===== src/rtl/vs_pkg.sv =====
package vs_pkg;
  localparam int MAG_W    = 7;
  localparam int MAX_SKIP = 4;
  localparam int WORD_W   = 18;

  typedef struct packed {
    logic             neg;
    logic [MAG_W-1:0] mag;
  } comp_t;

  typedef enum logic [1:0] {ST_IDLE, ST_INT, ST_SEQ} state_e;
endpackage


===== src/rtl/vs_rate_mult.sv =====
module vs_rate_mult #(
  parameter int MAG_W    = 7,
  parameter int MAX_SKIP = 4
) (
  input  logic                  clk_i,
  input  logic                  rst_ni,
  input  logic                  clr_i,
  input  logic                  pulse_i,
  input  logic [1:0][MAG_W-1:0] mag_i,
  output logic [1:0]            step_o,
  output logic                  wrap_o
);
  logic [MAG_W-1:0]       acc_q, larger, rise;
  logic [MAG_W:0]         inc, sum;
  logic [1:0][MAG_W-1:0]  mag_rev;
  int                     lz;

  always_comb begin
    larger = (mag_i[0] > mag_i[1]) ? mag_i[0] : mag_i[1];
    lz = MAG_W;
    for (int b = 0; b < MAG_W; b++)
      if (larger[b]) lz = MAG_W - 1 - b;
    if (lz > MAX_SKIP) lz = MAX_SKIP;
    inc  = (MAG_W+1)'(1) << lz;
    sum  = {1'b0, acc_q} + inc;
    rise = sum[MAG_W-1:0] & ~acc_q;
  end

  // counter LSB pairs with magnitude MSB
  for (genvar g = 0; g < 2; g++) begin : g_axis
    for (genvar b = 0; b < MAG_W; b++) begin : g_bit
      assign mag_rev[g][b] = mag_i[g][MAG_W-1-b];
    end
    assign step_o[g] = |(rise & mag_rev[g]);
  end

  assign wrap_o = sum[MAG_W];

  always_ff @(posedge clk_i or negedge rst_ni) begin
    if (!rst_ni)      acc_q <= '0;
    else if (clr_i)   acc_q <= '0;
    else if (pulse_i) acc_q <= sum[MAG_W-1:0];
  end

  AST_ONE_RISE: assert property (@(posedge clk_i) disable iff (!rst_ni)
    pulse_i |-> $onehot0(rise));
  AST_WRAP_QUIET: assert property (@(posedge clk_i) disable iff (!rst_ni)
    (pulse_i && wrap_o) |-> (step_o == 2'b00));
endmodule


===== src/rtl/vs_axis.sv =====
module vs_axis #(
  parameter int POS_W   = 10,
  parameter int SCALE_W = 2
) (
  input  logic               clk_i,
  input  logic               rst_ni,
  input  logic               load_i,
  input  logic [POS_W-1:0]   load_val_i,
  input  logic               step_i,
  input  logic               neg_i,
  input  logic [SCALE_W-1:0] scale_i,
  input  logic               clr_edge_i,
  output logic [POS_W-1:0]   pos_o,
  output logic               edge_o
);
  logic [POS_W-1:0] pos_q;
  logic [POS_W:0]   amt, nxt;
  logic             edge_q;

  always_comb begin
    amt = (POS_W+1)'(1) << scale_i;
    nxt = neg_i ? ({1'b0, pos_q} - amt) : ({1'b0, pos_q} + amt);
  end

  always_ff @(posedge clk_i or negedge rst_ni) begin
    if (!rst_ni) begin
      pos_q  <= '0;
      edge_q <= 1'b0;
    end else begin
      if (load_i)      pos_q <= load_val_i;
      else if (step_i) pos_q <= nxt[POS_W-1:0];
      if (clr_edge_i)                edge_q <= 1'b0;
      else if (step_i && nxt[POS_W]) edge_q <= 1'b1;  // carry/borrow out = off raster
    end
  end

  assign pos_o  = pos_q;
  assign edge_o = edge_q;

  AST_POS_HOLD: assert property (@(posedge clk_i) disable iff (!rst_ni)
    (!step_i && !load_i) |=> $stable(pos_o));
  AST_EDGE_CAUSE: assert property (@(posedge clk_i) disable iff (!rst_ni)
    $rose(edge_o) |-> $past(step_i));
endmodule


===== src/rtl/vec_stepper.sv =====
module vec_stepper #(
  parameter int POS_W   = 10,
  parameter int INT_CYC = 2,
  parameter int SEQ_CYC = 4
) (
  input  logic             clk_i,
  input  logic             rst_ni,
  input  logic             start_i,
  input  logic [17:0]      word_i,
  input  logic             cont_i,
  input  logic [1:0]       scale_i,
  input  logic             pos_set_i,
  input  logic [POS_W-1:0] pos_x_i,
  input  logic [POS_W-1:0] pos_y_i,
  input  logic             pen_en_i,
  input  logic             pen_hit_i,
  output logic [POS_W-1:0] pos_x_o,
  output logic [POS_W-1:0] pos_y_o,
  output logic             unblank_o,
  output logic             busy_o,
  output logic             done_o,
  output logic             esc_o,
  output logic             edge_irq_o,
  output logic             pen_irq_o
);
  import vs_pkg::*;

  localparam int CNT_MAX = (INT_CYC > SEQ_CYC) ? INT_CYC : SEQ_CYC;
  localparam int CNT_W   = $clog2(CNT_MAX) + 1;

  state_e               state_q;
  logic [CNT_W-1:0]     cnt_q;
  comp_t                comp_q [2];
  logic                 intens_q, esc_bit_q, cont_q, moved_q, pen_q, wrap_q;
  logic [1:0]           scale_q;
  logic                 done_q, esc_q, edge_irq_q, pen_irq_q;
  logic                 start_acc, pulse, wrap, pos_load;
  logic [1:0]           step, edge_hit;
  logic [1:0][MAG_W-1:0] mags;
  logic [POS_W-1:0]     pos_in [2];
  logic [POS_W-1:0]     pos [2];

  assign start_acc = start_i && (state_q == ST_IDLE);
  assign pos_load  = pos_set_i && (state_q == ST_IDLE);
  assign pulse     = (state_q == ST_INT) && (cnt_q == '0);
  assign pos_in[0] = pos_x_i;
  assign pos_in[1] = pos_y_i;

  vs_rate_mult #(.MAG_W(MAG_W), .MAX_SKIP(MAX_SKIP)) u_brm (
    .clk_i, .rst_ni,
    .clr_i   (start_acc),
    .pulse_i (pulse),
    .mag_i   (mags),
    .step_o  (step),
    .wrap_o  (wrap)
  );

  for (genvar g = 0; g < 2; g++) begin : g_ax
    assign mags[g] = comp_q[g].mag;
    vs_axis #(.POS_W(POS_W), .SCALE_W(2)) u_axis (
      .clk_i, .rst_ni,
      .load_i     (pos_load),
      .load_val_i (pos_in[g]),
      .step_i     (pulse && step[g]),
      .neg_i      (comp_q[g].neg),
      .scale_i    (scale_q),
      .clr_edge_i (start_acc),
      .pos_o      (pos[g]),
      .edge_o     (edge_hit[g])
    );
  end

  always_ff @(posedge clk_i or negedge rst_ni) begin
    if (!rst_ni) begin
      state_q    <= ST_IDLE;
      cnt_q      <= '0;
      comp_q[0]  <= '0;
      comp_q[1]  <= '0;
      intens_q   <= 1'b0;
      esc_bit_q  <= 1'b0;
      cont_q     <= 1'b0;
      scale_q    <= '0;
      moved_q    <= 1'b0;
      pen_q      <= 1'b0;
      wrap_q     <= 1'b0;
      done_q     <= 1'b0;
      esc_q      <= 1'b0;
      edge_irq_q <= 1'b0;
      pen_irq_q  <= 1'b0;
    end else begin
      done_q     <= 1'b0;
      esc_q      <= 1'b0;
      edge_irq_q <= 1'b0;
      pen_irq_q  <= 1'b0;
      unique case (state_q)
        ST_IDLE: if (start_i) begin
          comp_q[0] <= word_i[17:10];
          comp_q[1] <= word_i[9:2];
          intens_q  <= word_i[1];
          esc_bit_q <= word_i[0];
          cont_q    <= cont_i;
          scale_q   <= scale_i;
          moved_q   <= 1'b0;
          pen_q     <= 1'b0;
          wrap_q    <= 1'b0;
          cnt_q     <= CNT_W'(INT_CYC - 1);
          state_q   <= ST_INT;
        end
        ST_INT: if (cnt_q == '0) begin
          moved_q <= 1'b1;
          wrap_q  <= wrap;
          cnt_q   <= CNT_W'(SEQ_CYC - 1);
          state_q <= ST_SEQ;
        end else cnt_q <= cnt_q - 1'b1;
        ST_SEQ: if (cnt_q == '0) begin
          if (|edge_hit) begin
            esc_q   <= 1'b1;
            if (cont_q) done_q <= 1'b1;
            else        edge_irq_q <= 1'b1;
            state_q <= ST_IDLE;
          end else if (pen_q) begin
            pen_irq_q <= 1'b1;
            state_q   <= ST_IDLE;
          end else if (wrap_q && !cont_q) begin
            done_q  <= 1'b1;
            esc_q   <= esc_bit_q;
            state_q <= ST_IDLE;
          end else begin
            cnt_q   <= CNT_W'(INT_CYC - 1);
            state_q <= ST_INT;
          end
        end else cnt_q <= cnt_q - 1'b1;
        default: state_q <= ST_IDLE;
      endcase
      if (state_q != ST_IDLE && pen_en_i && pen_hit_i) pen_q <= 1'b1;
    end
  end

  assign pos_x_o    = pos[0];
  assign pos_y_o    = pos[1];
  assign unblank_o  = (state_q == ST_INT) && moved_q && intens_q;
  assign busy_o     = (state_q != ST_IDLE);
  assign done_o     = done_q;
  assign esc_o      = esc_q;
  assign edge_irq_o = edge_irq_q;
  assign pen_irq_o  = pen_irq_q;

  AST_FIRST_DARK: assert property (@(posedge clk_i) disable iff (!rst_ni)
    start_acc |=> !unblank_o);
  AST_EDGE_NO_DONE: assert property (@(posedge clk_i) disable iff (!rst_ni)
    edge_irq_o |-> (!done_o && esc_o));
  AST_HALT_IDLE: assert property (@(posedge clk_i) disable iff (!rst_ni)
    (done_o || edge_irq_o || pen_irq_o) |-> !busy_o);
  AST_CONT_NO_IRQ: assert property (@(posedge clk_i) disable iff (!rst_ni)
    cont_q |-> !edge_irq_o);
  AST_IDLE_DARK: assert property (@(posedge clk_i) disable iff (!rst_ni)
    !busy_o |-> !unblank_o);
endmodule


===== config.mk =====
export PLATFORM = sky130hd
export DESIGN_NAME = vec_stepper
export DESIGN_NICKNAME = d
export VERILOG_FILES = /design/src/rtl/vs_pkg.sv /design/src/rtl/vs_rate_mult.sv /design/src/rtl/vs_axis.sv /design/src/rtl/vec_stepper.sv
export SDC_FILE = /design/constraint.sdc
export NUM_CORES = 1
export LEC_CHECK = 0
export BUFFER_PORTS_ARGS = -buffer_cell sky130_fd_sc_hd__buf_2
export CAP_MARGIN = 25
export CELL_PAD_IN_SITES_DETAIL_PLACEMENT = 1
export CELL_PAD_IN_SITES_GLOBAL_PLACEMENT = 1
export CORE_MARGIN = 3
export CORE_UTILIZATION = 30
export CTS_CLUSTER_SIZE = 20
export DETAILED_ROUTE_END_ITERATION = 6
export PLACE_DENSITY_LB_ADDON = 0.12
export SLEW_MARGIN = 0
export SYNTH_ARGS = -nofsm -noshare
export SYNTH_HDL_FRONTEND = slang
export SYNTH_SLANG_ARGS = --single-unit

===== constraint.sdc =====
create_clock -name clk_i -period 9.1 [get_ports clk_i]
set_input_delay 1.365 -clock clk_i [delete_from_list [all_inputs] [get_ports clk_i]]
set_output_delay 1.365 -clock clk_i [all_outputs]
set_load 0.03 [all_outputs]

======== Word level (Yosys, flattened, before mapping) ========
Index checks and enable logic that the tools add are counted.
cells by class
  add/subtract/negate cells ............... 6
  magnitude comparators ................... 2
  equal/unequal tests ..................... 8
  shifts and indexed selects .............. 2
  muxes and demuxes ....................... 61
  bitwise gates (word level) .............. 4
  reduce and logical (&&, ||, !) cells .... 33
operators with widths
  operator                                                               number
  32-bit two-way mux                                                     7
  10-bit two-way mux                                                     4
  32-bit by 4-bit > comparator with 1-bit output, second input constant  1
  1-bit two-way mux                                                      32
  1-bit by 32-bit left shift with 8-bit output, first input constant     1
  10-bit by 11-bit adder with 11-bit output                              2
  11-bit two-way mux                                                     2
  10-bit by 11-bit subtractor with 11-bit output                         2
  7-bit AND                                                              3
  7-bit two-way mux                                                      3
  3-bit two-way mux                                                      6
  2-bit nonzero test                                                     9
  7-bit OR reduction                                                     2
  1-bit logical AND                                                      12
  1-bit by 2-bit left shift with 11-bit output, first input constant     1
  3-bit inequality test, second input constant                           3
  3-bit one-hot mux with 3 select lines                                  1
  7-bit by 8-bit adder with 8-bit output                                 1
  7-bit > comparator                                                     1
  7-bit NOT                                                              1
  2-bit two-way mux                                                      3
  2-bit one-hot mux with 3 select lines                                  1
  3-bit AND reduction                                                    2
  5-bit AND reduction                                                    1
  other kinds (12)                                                       15
word-level totals
  register bits after elaboration ......... 62
  output and inout bits ................... 26
  logic and storage cells ................. 138

======== Depth between registers and ports, before layout ========
  depth after elaboration ................. 20
  depth in mapped cells ................... 18

======== Cells and area by module ========
From an unflattened synthesis, not the netlist that was laid out.
second synthesis, totals
  cells, all modules ...................... 463
  area total of the unflattened synthesis .. 4489.3 um2
modules (own cells, without submodules)
  module        instances  cells an instance  area an instance (um2)  sequential area each (um2)
  vs_axis       2          105                963.4                   275.3
  vec_stepper   1          118                1493.9                  825.8
  vs_rate_mult  1          135                1068.5                  175.2

======== Least setup slack after synthesis ========
OpenSTA, ideal clock, no wires.
  path kind ............................... register -> register
  start point ............................. register comp_q[4] (netlist bit)
  end point ............................... register g_ax[0].u_axis.pos_q[3]
  arrival ................................. 3.801 ns
  required time ........................... 8.963 ns
  path slack .............................. 5.162 ns
  stages on the path, launching flop included .. 17
  buffers on the path ..................... 1
  clock period less this slack ............ 3.938 ns
  cells stage by stage .................... dfrtp_1 inv_1 ha_1 a21o_1 a21o_1 a211oi_1 mux2_2 or2_2 fa_1 and2b_1 o22ai_2 xnor2_1 a311oi_1 o211ai_2 buf_6 mux2i_1 a21oi_1
between the ends
  cells in the longest elaborated chain, start to end .. 18
RTL lines
  what                                              line                source
  from (decl)                                       vec_stepper.sv:33   comp_t comp_q [2];
  7-bit > comparator                                vs_rate_mult.sv:19  larger = (mag_i[0] > mag_i[1]) ? mag_i[0] : mag_i[1];
  7-bit two-way mux (*)                             vs_rate_mult.sv:19
  1-bit two-way mux                                 vs_rate_mult.sv:22  if (larger[b]) lz = MAG_W - 1 - b;
  32-bit two-way mux (5 in series)                  vs_rate_mult.sv:22
  32-bit two-way mux (*)                            vs_rate_mult.sv:22
  32-bit by 4-bit > comparator with 1-bit output    vs_rate_mult.sv:23  if (lz > MAX_SKIP) lz = MAX_SKIP;
  32-bit two-way mux (*)                            vs_rate_mult.sv:23
  1-bit by 32-bit left shift with 8-bit output (*)  vs_rate_mult.sv:24  inc = (MAG_W+1)'(1) << lz;
  7-bit by 8-bit adder with 8-bit output (*)        vs_rate_mult.sv:25  sum = {1'b0, acc_q} + inc;
  7-bit AND (*)                                     vs_rate_mult.sv:26  rise = sum[MAG_W-1:0] & ~acc_q;
  7-bit AND (*)                                     vs_rate_mult.sv:34  assign step_o[g] = |(rise & mag_rev[g]);
  7-bit OR reduction (*)                            vs_rate_mult.sv:34
  1-bit logical AND (*)                             vec_stepper.sv:64   .step_i (pulse && step[g]),
  2-bit nonzero test (no source line) (*)           n/a
  to (signal assigned)                              vs_axis.sv:30       if (load_i) pos_q <= load_val_i;
  to (signal assigned)                              vs_axis.sv:31       else if (step_i) pos_q <= nxt[POS_W-1:0];
  to (decl)                                         vs_axis.sv:16       logic [POS_W-1:0] pos_q;
Mark *: on every way between the ends. The rest lies on a longest branch, timed or not.
A chain may end at the register's enable or synchronous reset.

======== Final worst setup path ========
  start point ............................. register comp_q[4] (netlist bit)
  end point ............................... register g_ax[1].u_axis.pos_q[0]
between the ends
  cells in the longest elaborated chain, start to end .. 18
RTL lines
  what                                            line
  7-bit > comparator                              vs_rate_mult.sv:19
  7-bit two-way mux                               vs_rate_mult.sv:19
  1-bit two-way mux                               vs_rate_mult.sv:22
  32-bit two-way mux (6 in series)                vs_rate_mult.sv:22
  32-bit by 4-bit > comparator with 1-bit output  vs_rate_mult.sv:23
  32-bit two-way mux                              vs_rate_mult.sv:23
  1-bit by 32-bit left shift with 8-bit output    vs_rate_mult.sv:24
  7-bit by 8-bit adder with 8-bit output          vs_rate_mult.sv:25
  7-bit AND                                       vs_rate_mult.sv:26
  7-bit AND (*)                                   vs_rate_mult.sv:34
  7-bit OR reduction (*)                          vs_rate_mult.sv:34
  1-bit logical AND (*)                           vec_stepper.sv:64
  2-bit nonzero test (no source line) (*)         n/a
  to (signal assigned)                            vs_axis.sv:30
  to (signal assigned)                            vs_axis.sv:31
  to (decl)                                       vs_axis.sv:16
Marks and branches as above.

==> impl_metrics.json <==
{
  "track_usage_pct": 15.5,
  "rows": 43,
  "synthTopCellsByCount": "dfrtp_1, nor2_1, ha_1",
  "relSlewSlack_pct": 40.3,
  "worstMarginPinSlew_ns": 0.894,
  "crit_fanout": 11,
  "hold_violations": 0,
  "worstPathCellList": "inv_1 -> ha_1 -> a21o_1 -> a21o_1 -> a211oi_1 -> mux2_2 -> or2_2 -> fa_1 -> and2b_1 -> o22ai_2 -> xnor2_1 -> a311oi_2 -> o211ai_2 -> mux2i_1 -> mux2_2",
  "die_x_um": 127,
  "grt_max_degree": 63,
  "setup_viol": 0,
  "critPathLaunch": "comp_q[4]",
  "synth.area.top_cells": "dfrtp_1, ha_1, mux2i_1",
  "drt-pass1-iter-count": 4,
  "io_pins": 73,
  "synthFlopType": "dfrtp_1",
  "maxCapViolCount": 0,
  "worstHoldStart": "cont_q",
  "die_h_um": 127,
  "antennaDiodeCount": 0,
  "ys_seq_area_share_pct": 35.5,
  "clk_latency_ns": 0.34,
  "cp_data_arrival_time_ns": 4.87,
  "nNetsFinal": 637,
  "crit_path_end_kind": "flip-flop",
  "cts_setup_buffers": 0,
  "cts_max_level": 3,
  "yosys_warnings": 0,
  "finalSetupTns_ns": 0,
  "path_clk_slew_ns": 0.06,
  "syn_area_um2": 4380,
  "grt_antenna_before_repair": 0,
  "period_share_pct": 51.1,
  "overflow": 0,
  "num_vias": 3666,
  "critical_path_class": "reg2reg",
  "wl_met2_um": 5560,
  "die_area_um2": 16100,
  "cts_hold_buf": 0,
  "ys_seq_elements": 62,
  "grt_pass1_wl_um": 19900,
  "synth_edf_count": 0,
  "cts_resized": 0,
  "syn_area_per_cell_um2": 9.21,
  "fmax_ghz": 0.215,
  "critPathRequiredTime_ns": 9.33,
  "drc_errors": 0,
  "r2r-start": "comp_q[4]",
  "yosysTopAreaCellShare_pct": 35.5,
  "critPathBufInv": 1,
  "path_delay_family": "compound AO/OA/AOI/OAI gates",
  "initial_core_util_pct": 31.0,
  "detail_route.wl_per_cell_um": 15.9,
  "wl_met1_um": 5520,
  "slew_viol_final": 0,
  "port_buffers": 72,
  "ant_nets": 0,
  "avgViaCountPerCell": 5.02,
  "drive_above_1_share_pct": 22.0,
  "route.top_layer_used": "met4",
  "first_iter_violations": 109,
  "cts_tree": "done",
  "synth_top_area_cell": "dfrtp_1",
  "root_buffer": "clkbuf_16",
  "hpwl_um": 8840,
  "cts.sinks": 62,
  "skew_ns": 0.00834,
  "cp-start-kind": "flip-flop",
  "cts_inserted_buffers": 9,
  "syn_inst": 475,
  "area_growth_pct": 18.6,
  "outcome": "finished clean",
  "fin_crit_ns": 4.65,
  "slowest_stage": "o211ai_2",
  "rsz0062_at_grt": "no",
  "yosysMostFrequentCell": "dfrtp_1",
  "wl_met3_um": 344,
  "cpPeakStageDelay_ns": 0.66,
  "place.gp.congestion": 0.825,
  "grt_pass1_vias": 3962,
  "async_reset_ff_share_pct": 100,
  "hold_class": "reg2reg",
  "clockBufferDepth": 2,
  "synthDistinctLibCells": 59,
  "finalWirelength_um": 11600,
  "core_um2": 14100
}
-- per-layer routing --
metal,vias to the layer above,global-route usage [%]
met5,-,0
met4,0,4.98
met3,14,3.41
met2,46,25.8
met1,1773,20.0
li1,1833,-
-- area by class of cell --
class,instances,area [µm²]
Inverter,27,101
Clock inverter,3,20.0
Multi-Input combinational cell,369,2650
Fill cell,1674,8900
Clock buffer,13,250
Sequential cell,62,1550
Tap cell,180,225
Timing Repair Buffer,76,398
-- sequential cells by signal, summed over array words and instances (netlist names), 2 cells and up --
signal and count:
scale_q 2, state_q 2, cnt_q 3, comp_q 16, g_ax.u_axis.pos_o 20, g_ax.u_axis.edge_o 2
u_brm.acc_q 7
-- cell usage in the layout (no fill, tap or decap), types with 3 or more instances in the layout --
master	n
xnor2_1	13
o21ai_0	31
buf_4	3
or3_1	3
nor2_1	47
clkbuf_16	9
nand2b_1	4
nand3_1	10
inv_1	27
a221o_1	3
or2_2	4
a21o_1	7
nand2_1	37
xor2_1	5
clkbuf_1	3
dfrtp_1	62
o21ai_1	3
o21a_1	6
nor2b_1	8
o31ai_1	3
ha_1	42
and2_1	3
a211oi_1	8
nor3_1	7
mux2i_1	21
fa_1	3
nand4_1	3
mux2_2	15
buf_2	72
a21oi_1	39
-- worst paths after layout --
| kind | end | slack, ns | cells after the start |
|---|---|---|---|
| max | g_ax[1].u_axis.pos_o[0] | 4.45 | 15 |
| min | edge_irq_o | 0.49 | 1 |
| max reg2reg | g_ax[1].u_axis.pos_o[0] | 4.45 | 15 |
| min reg2reg | edge_irq_o | 0.49 | 1 |
| max in group asynchronous | u_brm.acc_q[0] | 7.33 | 2 |
| min in group asynchronous | comp_q[3] | 1.21 | 2 |
-- stage by stage --
stage | setup WS, ns | std cells | hold WS [ns] | util [%] | cell area [µm²]
4_1_cts | 4.39 | 729 | 0.499 | 36.7 | 5180
3_3_place_gp | 4.54 | 713 | 0.490 | 34.8 | 4910
6_report | 4.45 | 730 | 0.491 | 36.8 | 5190
5_1_grt | 4.03 | 730 | 0.510 | 36.8 | 5190
3_5_place_dp | 4.40 | 713 | 0.494 | 34.8 | 4910
2_1_floorplan | 5.16 | 476 | 0.449 | - | 4380
-- cells by family after synthesis --
kind of cell / synth area share, %
compound gates: 18.2
xor+xnor: 3.60
fa+ha+maj: 13.4
buf+inv: 4.23
flops: 35.5
mux: 9.35
other cells: 0.0857
simple gates: 15.6
-- worst reg2reg max path: cells and delay by family (launching register included) --
family	cells	cell delay, ns
AO/OA/AOI/OAI	6	1.58
multiplexers	3	0.89
adder cells (fa/ha/maj)	2	0.69
AND/OR/NAND/NOR	2	0.59
flip-flops	1	0.37
XOR/XNOR	1	0.28
buffers and inverters	1	0.14
Power is not shown: default switching activity piles up to over one toggle a cycle in this logic, so the estimate is an artifact.
